$ cat src/rtl/gpio_port_pkg.sv
`timescale 1ns/1ps
package gpio_port_pkg;
   // word addresses of the register file
   localparam int unsigned REG_CFG_LO = 0;
   localparam int unsigned REG_CFG_HI = 1;
   localparam int unsigned REG_ISTAT  = 2;
   localparam int unsigned REG_ODATA  = 3;
   localparam int unsigned REG_BSET   = 4;
   localparam int unsigned REG_BCLR   = 5;
   localparam int unsigned REG_XSPD   = 6;

   // per-pin configuration field: mode part above speed part
   typedef struct packed {
      logic [1:0] mode;
      logic [1:0] speed;
   } pin_cfg_t;

   localparam int unsigned FIELD_W = $bits(pin_cfg_t);

   localparam logic [1:0] SPEED_INPUT = 2'b00;
   localparam logic [1:0] SPEED_TOP   = 2'b11;
   localparam logic [1:0] MODE_PULLED = 2'b10;

   localparam pin_cfg_t CFG_RESET_FIELD = '{mode: 2'b01, speed: 2'b00};
endpackage

$ cat src/rtl/gpio_cfg_bank.sv
`timescale 1ns/1ps
module gpio_cfg_bank
   import gpio_port_pkg::*;
#(
   parameter int unsigned PINS   = 16,
   parameter int unsigned DATA_W = 32
) (
   input  logic                    clk,
   input  logic                    rst_n,
   input  logic [1:0]              wr_sel,
   input  logic [DATA_W-1:0]       wdata,
   input  logic [PINS-1:0]         lock_mask,
   output logic [PINS*FIELD_W-1:0] cfg_flat
);
   localparam int unsigned HALF = PINS / 2;

   for (genvar p = 0; p < PINS; p++) begin : g_pin
      localparam int unsigned BANK = p / HALF;
      localparam int unsigned LANE = p % HALF;
      pin_cfg_t field_q;

      always_ff @(posedge clk) begin
         if (!rst_n) begin
            field_q <= CFG_RESET_FIELD;
         end else if (wr_sel[BANK] && !lock_mask[p]) begin
            field_q <= pin_cfg_t'(wdata[LANE*FIELD_W +: FIELD_W]);
         end
      end

      assign cfg_flat[p*FIELD_W +: FIELD_W] = field_q;
   end
endmodule

$ cat src/rtl/gpio_out_data.sv
`timescale 1ns/1ps
module gpio_out_data #(
   parameter int unsigned PINS   = 16,
   parameter int unsigned DATA_W = 32
) (
   input  logic              clk,
   input  logic              rst_n,
   input  logic              wr_word,
   input  logic              wr_set,
   input  logic              wr_clr,
   input  logic [DATA_W-1:0] wdata,
   output logic [PINS-1:0]   odata
);
   logic [PINS-1:0] set_mask;
   logic [PINS-1:0] clr_mask;
   logic [PINS-1:0] odata_d;

   always_comb begin
      set_mask = wr_set ? wdata[PINS-1:0] : '0;
      clr_mask = '0;
      if (wr_set) clr_mask = clr_mask | wdata[2*PINS-1:PINS];
      if (wr_clr) clr_mask = clr_mask | wdata[PINS-1:0];
      // the set mask is applied after the clear so it wins on overlap
      if (wr_word) odata_d = wdata[PINS-1:0];
      else         odata_d = (odata & ~clr_mask) | set_mask;
   end

   always_ff @(posedge clk) begin
      if (!rst_n) odata <= '0;
      else        odata <= odata_d;
   end
endmodule

$ cat src/rtl/gpio_in_sync.sv
`timescale 1ns/1ps
module gpio_in_sync #(
   parameter int unsigned WIDTH  = 16,
   parameter int unsigned STAGES = 2
) (
   input  logic             clk,
   input  logic             rst_n,
   input  logic [WIDTH-1:0] d,
   output logic [WIDTH-1:0] q
);
   logic [WIDTH-1:0] stage_q [STAGES];

   always_ff @(posedge clk) begin
      if (!rst_n) begin
         for (int i = 0; i < int'(STAGES); i++) stage_q[i] <= '0;
      end else begin
         stage_q[0] <= d;
         for (int i = 1; i < int'(STAGES); i++) stage_q[i] <= stage_q[i-1];
      end
   end

   assign q = stage_q[STAGES-1];
endmodule

$ cat src/rtl/gpio_pin_decode.sv
`timescale 1ns/1ps
module gpio_pin_decode
   import gpio_port_pkg::*;
#(
   parameter int unsigned PINS = 16
) (
   input  logic [PINS*FIELD_W-1:0] cfg_flat,
   input  logic [PINS-1:0]         odata,
   input  logic [PINS-1:0]         xspeed,
   output logic [PINS-1:0]         pin_oe,
   output logic [PINS-1:0]         pin_od,
   output logic [PINS-1:0]         pull_up,
   output logic [PINS-1:0]         pull_dn,
   output logic [2*PINS-1:0]       speed_grade,
   output logic [PINS-1:0]         speed_boost
);
   for (genvar p = 0; p < PINS; p++) begin : g_pin
      pin_cfg_t f;
      logic     is_out;
      logic     pulled;

      assign f      = pin_cfg_t'(cfg_flat[p*FIELD_W +: FIELD_W]);
      assign is_out = (f.speed != SPEED_INPUT);
      assign pulled = !is_out && (f.mode == MODE_PULLED);

      assign pin_oe[p]             = is_out;
      assign pin_od[p]             = is_out && f.mode[0];
      assign pull_up[p]            = pulled && odata[p];
      assign pull_dn[p]            = pulled && !odata[p];
      assign speed_grade[2*p +: 2] = f.speed;
      assign speed_boost[p]        = xspeed[p] && (f.speed == SPEED_TOP);
   end
endmodule

$ cat src/rtl/gpio_port_regs.sv
`timescale 1ns/1ps
module gpio_port_regs
   import gpio_port_pkg::*;
#(
   parameter int unsigned PINS        = 16,
   parameter int unsigned DATA_W      = 32,
   parameter int unsigned ADDR_W      = 4,
   parameter int unsigned SYNC_STAGES = 2
) (
   input  logic              clk,
   input  logic              rst_n,
   input  logic              wr_en,
   input  logic              rd_en,
   input  logic [ADDR_W-1:0] addr,
   input  logic [DATA_W-1:0] wdata,
   output logic [DATA_W-1:0] rdata,
   input  logic [PINS-1:0]   lock_mask,
   input  logic [PINS-1:0]   pin_in,
   output logic [PINS-1:0]   pin_out,
   output logic [PINS-1:0]   pin_oe,
   output logic [PINS-1:0]   pin_od,
   output logic [PINS-1:0]   pull_up,
   output logic [PINS-1:0]   pull_dn,
   output logic [2*PINS-1:0] speed_grade,
   output logic [PINS-1:0]   speed_boost
);
   localparam int unsigned HALF   = PINS / 2;
   localparam int unsigned BANK_W = HALF * FIELD_W;

   // elaboration-time parameter checks
   if (PINS % 2 != 0) begin : g_err_odd
      $error("gpio_port_regs: PINS must be even");
   end
   if (BANK_W > DATA_W) begin : g_err_bank
      $error("gpio_port_regs: configuration bank wider than data bus");
   end
   if (2 * PINS > DATA_W) begin : g_err_set
      $error("gpio_port_regs: set/clear word needs 2*PINS data bits");
   end
   if (SYNC_STAGES < 2) begin : g_err_sync
      $error("gpio_port_regs: at least two synchronizer stages required");
   end
   if (ADDR_W < 3) begin : g_err_addr
      $error("gpio_port_regs: address too narrow for register map");
   end

   function automatic logic hit(input logic [ADDR_W-1:0] a, input int unsigned reg_no);
      return a == ADDR_W'(reg_no);
   endfunction

   logic [1:0]              wr_cfg;
   logic                    wr_odata, wr_bset, wr_bclr, wr_xspd;
   logic [PINS*FIELD_W-1:0] cfg_flat;
   logic [PINS-1:0]         odata;
   logic [PINS-1:0]         istat;
   logic [PINS-1:0]         xspeed_q;
   logic [DATA_W-1:0]       rd_mux;

   assign wr_cfg[0] = wr_en && hit(addr, REG_CFG_LO);
   assign wr_cfg[1] = wr_en && hit(addr, REG_CFG_HI);
   assign wr_odata  = wr_en && hit(addr, REG_ODATA);
   assign wr_bset   = wr_en && hit(addr, REG_BSET);
   assign wr_bclr   = wr_en && hit(addr, REG_BCLR);
   assign wr_xspd   = wr_en && hit(addr, REG_XSPD);

   gpio_cfg_bank #(.PINS(PINS), .DATA_W(DATA_W)) i_cfg_bank (
      .clk       (clk),
      .rst_n     (rst_n),
      .wr_sel    (wr_cfg),
      .wdata     (wdata),
      .lock_mask (lock_mask),
      .cfg_flat  (cfg_flat)
   );

   gpio_out_data #(.PINS(PINS), .DATA_W(DATA_W)) i_out_data (
      .clk     (clk),
      .rst_n   (rst_n),
      .wr_word (wr_odata),
      .wr_set  (wr_bset),
      .wr_clr  (wr_bclr),
      .wdata   (wdata),
      .odata   (odata)
   );

   gpio_in_sync #(.WIDTH(PINS), .STAGES(SYNC_STAGES)) i_in_sync (
      .clk   (clk),
      .rst_n (rst_n),
      .d     (pin_in),
      .q     (istat)
   );

   always_ff @(posedge clk) begin
      if (!rst_n)       xspeed_q <= '0;
      else if (wr_xspd) xspeed_q <= wdata[PINS-1:0];
   end

   gpio_pin_decode #(.PINS(PINS)) i_pin_decode (
      .cfg_flat    (cfg_flat),
      .odata       (odata),
      .xspeed      (xspeed_q),
      .pin_oe      (pin_oe),
      .pin_od      (pin_od),
      .pull_up     (pull_up),
      .pull_dn     (pull_dn),
      .speed_grade (speed_grade),
      .speed_boost (speed_boost)
   );

   assign pin_out = odata;

   always_comb begin
      rd_mux = '0;
      if (hit(addr, REG_CFG_LO))      rd_mux[BANK_W-1:0] = cfg_flat[BANK_W-1:0];
      else if (hit(addr, REG_CFG_HI)) rd_mux[BANK_W-1:0] = cfg_flat[PINS*FIELD_W-1 -: BANK_W];
      else if (hit(addr, REG_ISTAT))  rd_mux[PINS-1:0]   = istat;
      else if (hit(addr, REG_ODATA))  rd_mux[PINS-1:0]   = odata;
      else if (hit(addr, REG_XSPD))   rd_mux[PINS-1:0]   = xspeed_q;
   end

   always_ff @(posedge clk) begin
      if (!rst_n)     rdata <= '0;
      else if (rd_en) rdata <= rd_mux;
      else            rdata <= '0;
   end
endmodule

$ cat config.mk
export PLATFORM = sky130hd
export DESIGN_NAME = gpio_port_regs
export DESIGN_NICKNAME = d
export VERILOG_FILES = /design/src/rtl/gpio_port_pkg.sv /design/src/rtl/gpio_cfg_bank.sv /design/src/rtl/gpio_out_data.sv /design/src/rtl/gpio_in_sync.sv /design/src/rtl/gpio_pin_decode.sv /design/src/rtl/gpio_port_regs.sv
export SDC_FILE = /design/constraint.sdc
export NUM_CORES = 1
export LEC_CHECK = 0
export ABC_CLOCK_PERIOD_IN_PS = 1840
export CORE_AREA = 3 3 113 158
export DETAILED_ROUTE_END_ITERATION = 7
export DIE_AREA = 0 0 116 161
export DONT_BUFFER_PORTS = 1
export PLACE_DENSITY = 0.64
export SLEW_MARGIN = 25
export SYNTH_ARGS = -nofsm -noshare
export SYNTH_HDL_FRONTEND = slang
export SYNTH_SLANG_ARGS = --single-unit
$ cat constraint.sdc
create_clock -name clk -period 1.84 [get_ports clk]
set_input_delay 0.368 -clock clk [delete_from_list [all_inputs] [get_ports clk]]
set_output_delay 0.368 -clock clk [all_outputs]
set_load 0.05 [all_outputs]
==> reports/qor.yml, run 1 <==
die:
  dieArea_mm2: 0.01868
  io_pins: 232
  core_mm2: 0.01668
  rows: 56
  die_h_um: 161
  die_w_um: 116
  initial_utilization: 0.4422
sta:
  period_share: 0.9991
  worstMarginPinSlew_ns: 0.7859
  period_minus_slack_ns: 1.838
  setup_slack_ns: 0.001661
  tns_ns: 0
  slew_violations: 0
  rsz0062_at_grt: "yes"
  slew_headroom: 0.4755
  setup_viol_count_final: 0
  fmax_mhz: 544.0
  skew_ns: 0.009732
  finalHoldViolCount: 0
detailed_routing:
  vias: 6233
  drc: 0
  wl_um: 23590
  drt_iter0_drc: 433
  post_drt_wl_per_cell_um: 21.78
  routed-wl-met3_um: 2006
  vias_per_cell: 5.755
  top_layer: "met4"
  ant_nets: 0
  first_pass_iters: 8
  drt-met1-wl_um: 8319
  wl_met2_um: 12290
global_route:
  grt_pass1_wl_um: 36090
  antenna_found_initial: 0
  grt_pass1_vias: 6274
  overflow: 0
  grt_start_max_net_pins: 117
  track_usage: 0.2520
setup_path:
  startpoint_type: "flip-flop"
  crit_family: "simple AND/OR/NAND/NOR gates"
  path_max_fanout: 5
  crit_required_ns: 1.47
  path_cells: "nor2_4, inv_2, nor4b_4, buf_12"
  slowest_delay_ns: 0.36
  crit_arrival_ns: 1.47
  path_buf_inv: 2
  crit_slowest_cell: "dfxtp_4"
  worstSetupEndpointType: "output port"
  path_class: "flip-flop to output port"
  crit_path_start: "i_cfg_bank.cfg_flat[61]"
  reg2reg_from: "i_out_data.odata[3]"
synth:
  mappedNetlistArea_mm2: 0.007375
  synth_cell_type_count: 34
  syn_area_per_cell_um2: 9.455
  synth_compound_area_frac: 0.1407
  yosys.area_share.xor_xnor: 0
  synth_nets: 852
  synth_fa_ha_area_frac: 0
  ys_seq_elements: 160
  yosys.area_share.simple: 0.2462
  yosysSeqAreaShare: 0.4343
  yosys.area.top_type_share: 0.4343
  synthArstFlopShare: 0
  synth_top_family_by_area: "simple AND/OR/NAND/NOR gates"
  synth_edf_count: 0
  synth.mux.area_fraction: 0.08823
  yosysWarnings: 0
  synth_top_area_cell: "dfxtp_1"
  synthTopCellsByArea: "dfxtp_1, mux2i_1, nor2b_1"
  synthFlopType: "dfxtp_1"
  syn_inst: 780
placed_design:
  place_area_mm2: 0.008845
  place_ws_ns: -0.07882
  portBuffers: 0
  dp.cells: 1032
  dpl.hpwl_um: 17380
  place_congestion: 0.8830
layout:
  area_delta_synth_final_pct: 32.78
  final_cell_area_mm2: 0.009792
  antenna_cells: 0
  final_common_cell: "dfxtp_1"
  layout_common_cells: "dfxtp_1, buf_4, nor2b_1, nand2_1, mux2i_1"
  fill_cells: 1389
  nNetsFinal: 939
  drive_gt1_frac: 0.3295
  final_cells: 1083
job:
  cap_violations: 0
min_path:
  hold_start: "rst_n"
  hold_path_class: "input pin to flip-flop"
pwr:
  powerDensity_mw_per_mm2: 790.1
  ir_drop_uv: 616.6
  p_leak_nw: 3.727
cts:
  numClockSinks: 160
  h-tree-depth: 4
  cts_made_buffers: 17
  cts_max_path_buffers: 2
  cts_tree: "done"
  clk-insertion-delay-late_ns: 0.43
  path_clk_slew_ns: 0.06
  cts_root_buffer: "clkbuf_16"
status:
  outcome: "finished clean"
==> flip-flops by register name (all words and copies together) (netlist names) <==
register / count
i_out_data.odata: 16
i_in_sync.stage_q: 32
i_cfg_bank.cfg_flat: 64
xspeed_q: 16
rdata: 32
==> cells by family (layout without fill, tap and decap cells) <==
| logic type | count (synthesis) | in the layout |
|---|---|---|
| buffers and inverters | 116 | 216 |
| AOI/OAI and AO/OA | 145 | 145 |
| DFF | 160 | 160 |
| muxes | 65 | 65 |
| and+or+nand+nor | 294 | 294 |
==> power breakdown <==
group | internal, mW | switching (mW)
logic | 0.186 | 0.304
clock network | 2.22 | 1.44
registers | 3.52 | 0.0708
total | 5.92 | 1.81
==> final cells by class <==
| class | count | area (um2) | share of cell area |
|---|---|---|---|
| inverters | 16 | 60.06 | 0.006133 |
| well taps | 203 | 254.0 | 0.02594 |
| flip-flops and latches | 160 | 3243 | 0.3312 |
| multi-input cells | 504 | 3861 | 0.3943 |
| clock inverters | 11 | 155.1 | 0.01584 |
| clock buffers | 21 | 460.4 | 0.04702 |
| repair buffers | 168 | 1758 | 0.1795 |
==> layer usage <==
layer,global-route usage,up-vias
met3,0.07271,67
met4,0.1240,0
li1,-,2864
met5,0,-
met2,0.4369,370
met1,0.2771,2932
==> final timing paths <==
check / end / slack, ns / cells past startpoint
worst max-delay path: pull_dn[15] / 0.002 / 4
worst min-delay path: i_cfg_bank.cfg_flat[50] / 0.03 / 1
worst max register to register: rdata[3] / 0.53 / 4
worst min register to register: i_in_sync.stage_q[0][31] / 0.43 / 1
==> through the flow <==
stage          power (mW)  utilization  hold WS (ns)
2_1_floorplan       4.052            -        0.4119
3_3_place_gp        4.134       0.5304        0.4186
3_5_place_dp        4.147       0.5304        0.4216
4_1_cts             7.765       0.5781       0.01517
5_1_grt             7.969       0.5872      0.005451
6_report            7.736       0.5872       0.02841
==> worst register-to-register path, cell delays in order, from the launching register on <==
cell,delay [ns]
dfxtp_1,0.38
buf_4,0.23
a22oi_1,0.24
o22ai_1,0.13
a32o_1,0.22
==> cells in the mapped netlist, types with 2 or more instances <==
cell type  instances
buf_1              3
buf_4             50
a21boi_0          13
nor3_4            16
dfxtp_1          160
o22ai_1           16
a32o_1            32
mux2i_1           65
and4b_1           16
nand2_1           67
nor2_1            50
inv_1             16
nor2b_1           68
clkbuf_1          28
a22oi_1           32
buf_2             17
nand2b_1           2
and3_1            17
a21boi_1           3
and2_1            33
nor4b_1           16
a21oi_1           48
==> repair_timing <==
item                       CTS  global route
setup endpoints to repair   16            21
hold buffers                 0             0
pin swaps                   11            20
resized for setup           42            40
setup buffers               11             8
Note: power is estimated with default switching activity, not from simulation.
==> run 2, diff against run 1 <==
--- a/config.mk
+++ b/config.mk
@@ -6,11 +6,11 @@
 export NUM_CORES = 1
 export LEC_CHECK = 0
 export ABC_CLOCK_PERIOD_IN_PS = 1840
-export CORE_AREA = 3 3 113 158
+export CORE_AREA = 3 3 104 146
 export DETAILED_ROUTE_END_ITERATION = 7
-export DIE_AREA = 0 0 116 161
+export DIE_AREA = 0 0 107 149
 export DONT_BUFFER_PORTS = 1
-export PLACE_DENSITY = 0.64
+export PLACE_DENSITY = 0.73
 export SLEW_MARGIN = 25
 export SYNTH_ARGS = -nofsm -noshare
 export SYNTH_HDL_FRONTEND = slang
==> reports/qor.yml, run 2 (synthesis results as in run 1) <==
detailed_routing:
  drt_iter0_drc: 427
  first_pass_iters: 5
  vias: 6449
  vias_per_cell: 6.067
  post_drt_wl_per_cell_um: 22.04
  wl_um: 23430
  ant_nets: 0
  drc: 0
cts:
  path_clk_slew_ns: 0.06
  clk-insertion-delay-late_ns: 0.42
  h-tree-depth: 4
  cts_made_buffers: 17
  cts_max_path_buffers: 2
  numClockSinks: 160
  cts_tree: "done"
  cts_root_buffer: "clkbuf_16"
sta:
  tns_ns: -0.03295
  finalHoldViolCount: 0
  skew_ns: 0.008512
  rsz0062_at_grt: "yes"
  fmax_mhz: 533.9
  slew_headroom: 0.4865
  setup_viol_count_final: 1
  worstMarginPinSlew_ns: 0.7694
  period_minus_slack_ns: 1.873
  slew_violations: 0
  setup_slack_ns: -0.03295
  period_share: 1.018
die:
  die_w_um: 107
  dieArea_mm2: 0.01594
  initial_utilization: 0.5277
  io_pins: 232
  die_h_um: 149
  core_mm2: 0.01397
  rows: 51
layout:
  layout_common_cells: "dfxtp_1, buf_4, nor2b_1, nand2_1, mux2i_1"
  final_common_cell: "dfxtp_1"
  final_cells: 1063
  nNetsFinal: 937
  fin_util: 0.6944
  largest_reg_flops: 64
  fill_cells: 992
  antenna_cells: 0
  area_delta_synth_final_pct: 31.59
  final_cell_area_mm2: 0.009704
  drive_gt1_frac: 0.3292
pwr:
  p_leak_nw: 3.712
  ir_drop_uv: 551.6
  powerDensity_mw_per_mm2: 773.5
setup_path:
  reg2reg_from: "i_out_data.odata[3]"
  startpoint_type: "flip-flop"
  path_max_fanout: 3
  crit_arrival_ns: 1.50
  path_class: "flip-flop to output port"
  crit_required_ns: 1.47
  ff2ff_path_depth: 4
  reg2reg_slack_ns: 0.50
  reg2reg_to: "rdata[3]"
  worstSetupEndpointType: "output port"
job:
  cap_violations: 0
placed_design:
  dpl.hpwl_um: 17070
  portBuffers: 0
  place_ws_ns: -0.09538
  place_congestion: 0.8654
  place_area_mm2: 0.008815
  dp.cells: 1013
global_route:
  track_usage: 0.2868
  antenna_found_initial: 0
  overflow: 0
  grt_pass1_vias: 6304
  grt_pass1_wl_um: 35400
  grt_start_max_net_pins: 117
min_path:
  worstHoldEndpoint: "i_cfg_bank.cfg_flat[2]"
  whs_path_depth: 1
  hold_start: "rst_n"
  hold_path_class: "input pin to flip-flop"
status:
  violations: "setup timing"
  outcome: "finished, violations left"
==> run 2: cell types whose count changed in the layout (fill, tap and decap cells not counted), moves of 2 or more <==
cell / previous run / this run
buf_6: 9 / 6
inv_6: 2 / 5
nor2_2: 4 / 2
bufinv_16: 3 / 1
nor2_4: 14 / 16
==> run 2: layout make-up <==
| class | instances | area [um2] | share of cell area |
|---|---|---|---|
| Inverter | 16 | 60.06 | 0.006189 |
| Clock inverter | 13 | 127.6 | 0.01315 |
| Sequential cell | 160 | 3244 | 0.3343 |
| Clock buffer | 19 | 442.9 | 0.04564 |
| Tap cell | 185 | 231.5 | 0.02385 |
| Timing Repair Buffer | 166 | 1732 | 0.1784 |
| Multi-Input combinational cell | 504 | 3866 | 0.3984 |
==> run 2: repair_timing <==
| action | 4_1_cts | 5_1_grt |
|---|---|---|
| resized for setup | 40 | 41 |
| setup buffers | 9 | 9 |
| hold buffers | 0 | 0 |
| pin swaps | 12 | 24 |
| endpoints found under the setup margin | 14 | 17 |
==> run 2: critical path: stages (launching register included) <==
cell     delay [ns]
dfxtp_2        0.34
nor2_4         0.15
inv_2          0.07
nor4b_4        0.35
buf_12         0.18
==> run 2: power by group <==
group / switching (mW) / internal (mW) / total (mW) / leakage, nW
registers: 0.0719 / 3.52 / 3.59 / 1.31
logic: 0.310 / 0.189 / 0.499 / 2.13
clock network: 1.49 / 1.92 / 3.42 / 0.271
total: 1.87 / 5.63 / 7.51 / 3.71
==> run 2: per-stage QoR <==
step | hold WS [ns] | total power, mW
floorplan | 0.4119 | 4.052
global placement | 0.4150 | 4.135
detailed placement | 0.4169 | 4.150
CTS | 0.02217 | 7.515
global route | 0.02503 | 7.712
finish | 0.03684 | 7.506
==> run 2: metal layers <==
| metal | GRT usage | vias to the layer above | share of wire |
|---|---|---|---|
| li1 | - | 2870 | - |
| met1 | 0.3131 | 3121 | 0.34 |
| met2 | 0.5189 | 388 | 0.53 |
| met3 | 0.06843 | 70 | 0.086 |
| met4 | 0.1337 | 0 | 0.040 |
| met5 | 0 | - | 0 |
==> run 2: how the worst max path moves through the flow <==
stage                                  end  slack [ns]                    start
floorplan             i_out_data.odata[10]        0.10                  addr[1]
global placement    i_cfg_bank.cfg_flat[6]        0.01                  addr[2]
detailed placement  i_cfg_bank.cfg_flat[6]        -0.1                  addr[2]
CTS                             pull_dn[9]       -0.03  i_cfg_bank.cfg_flat[36]
global route                    pull_dn[9]       -0.06  i_cfg_bank.cfg_flat[37]
finish                          pull_dn[9]       -0.03  i_cfg_bank.cfg_flat[37]
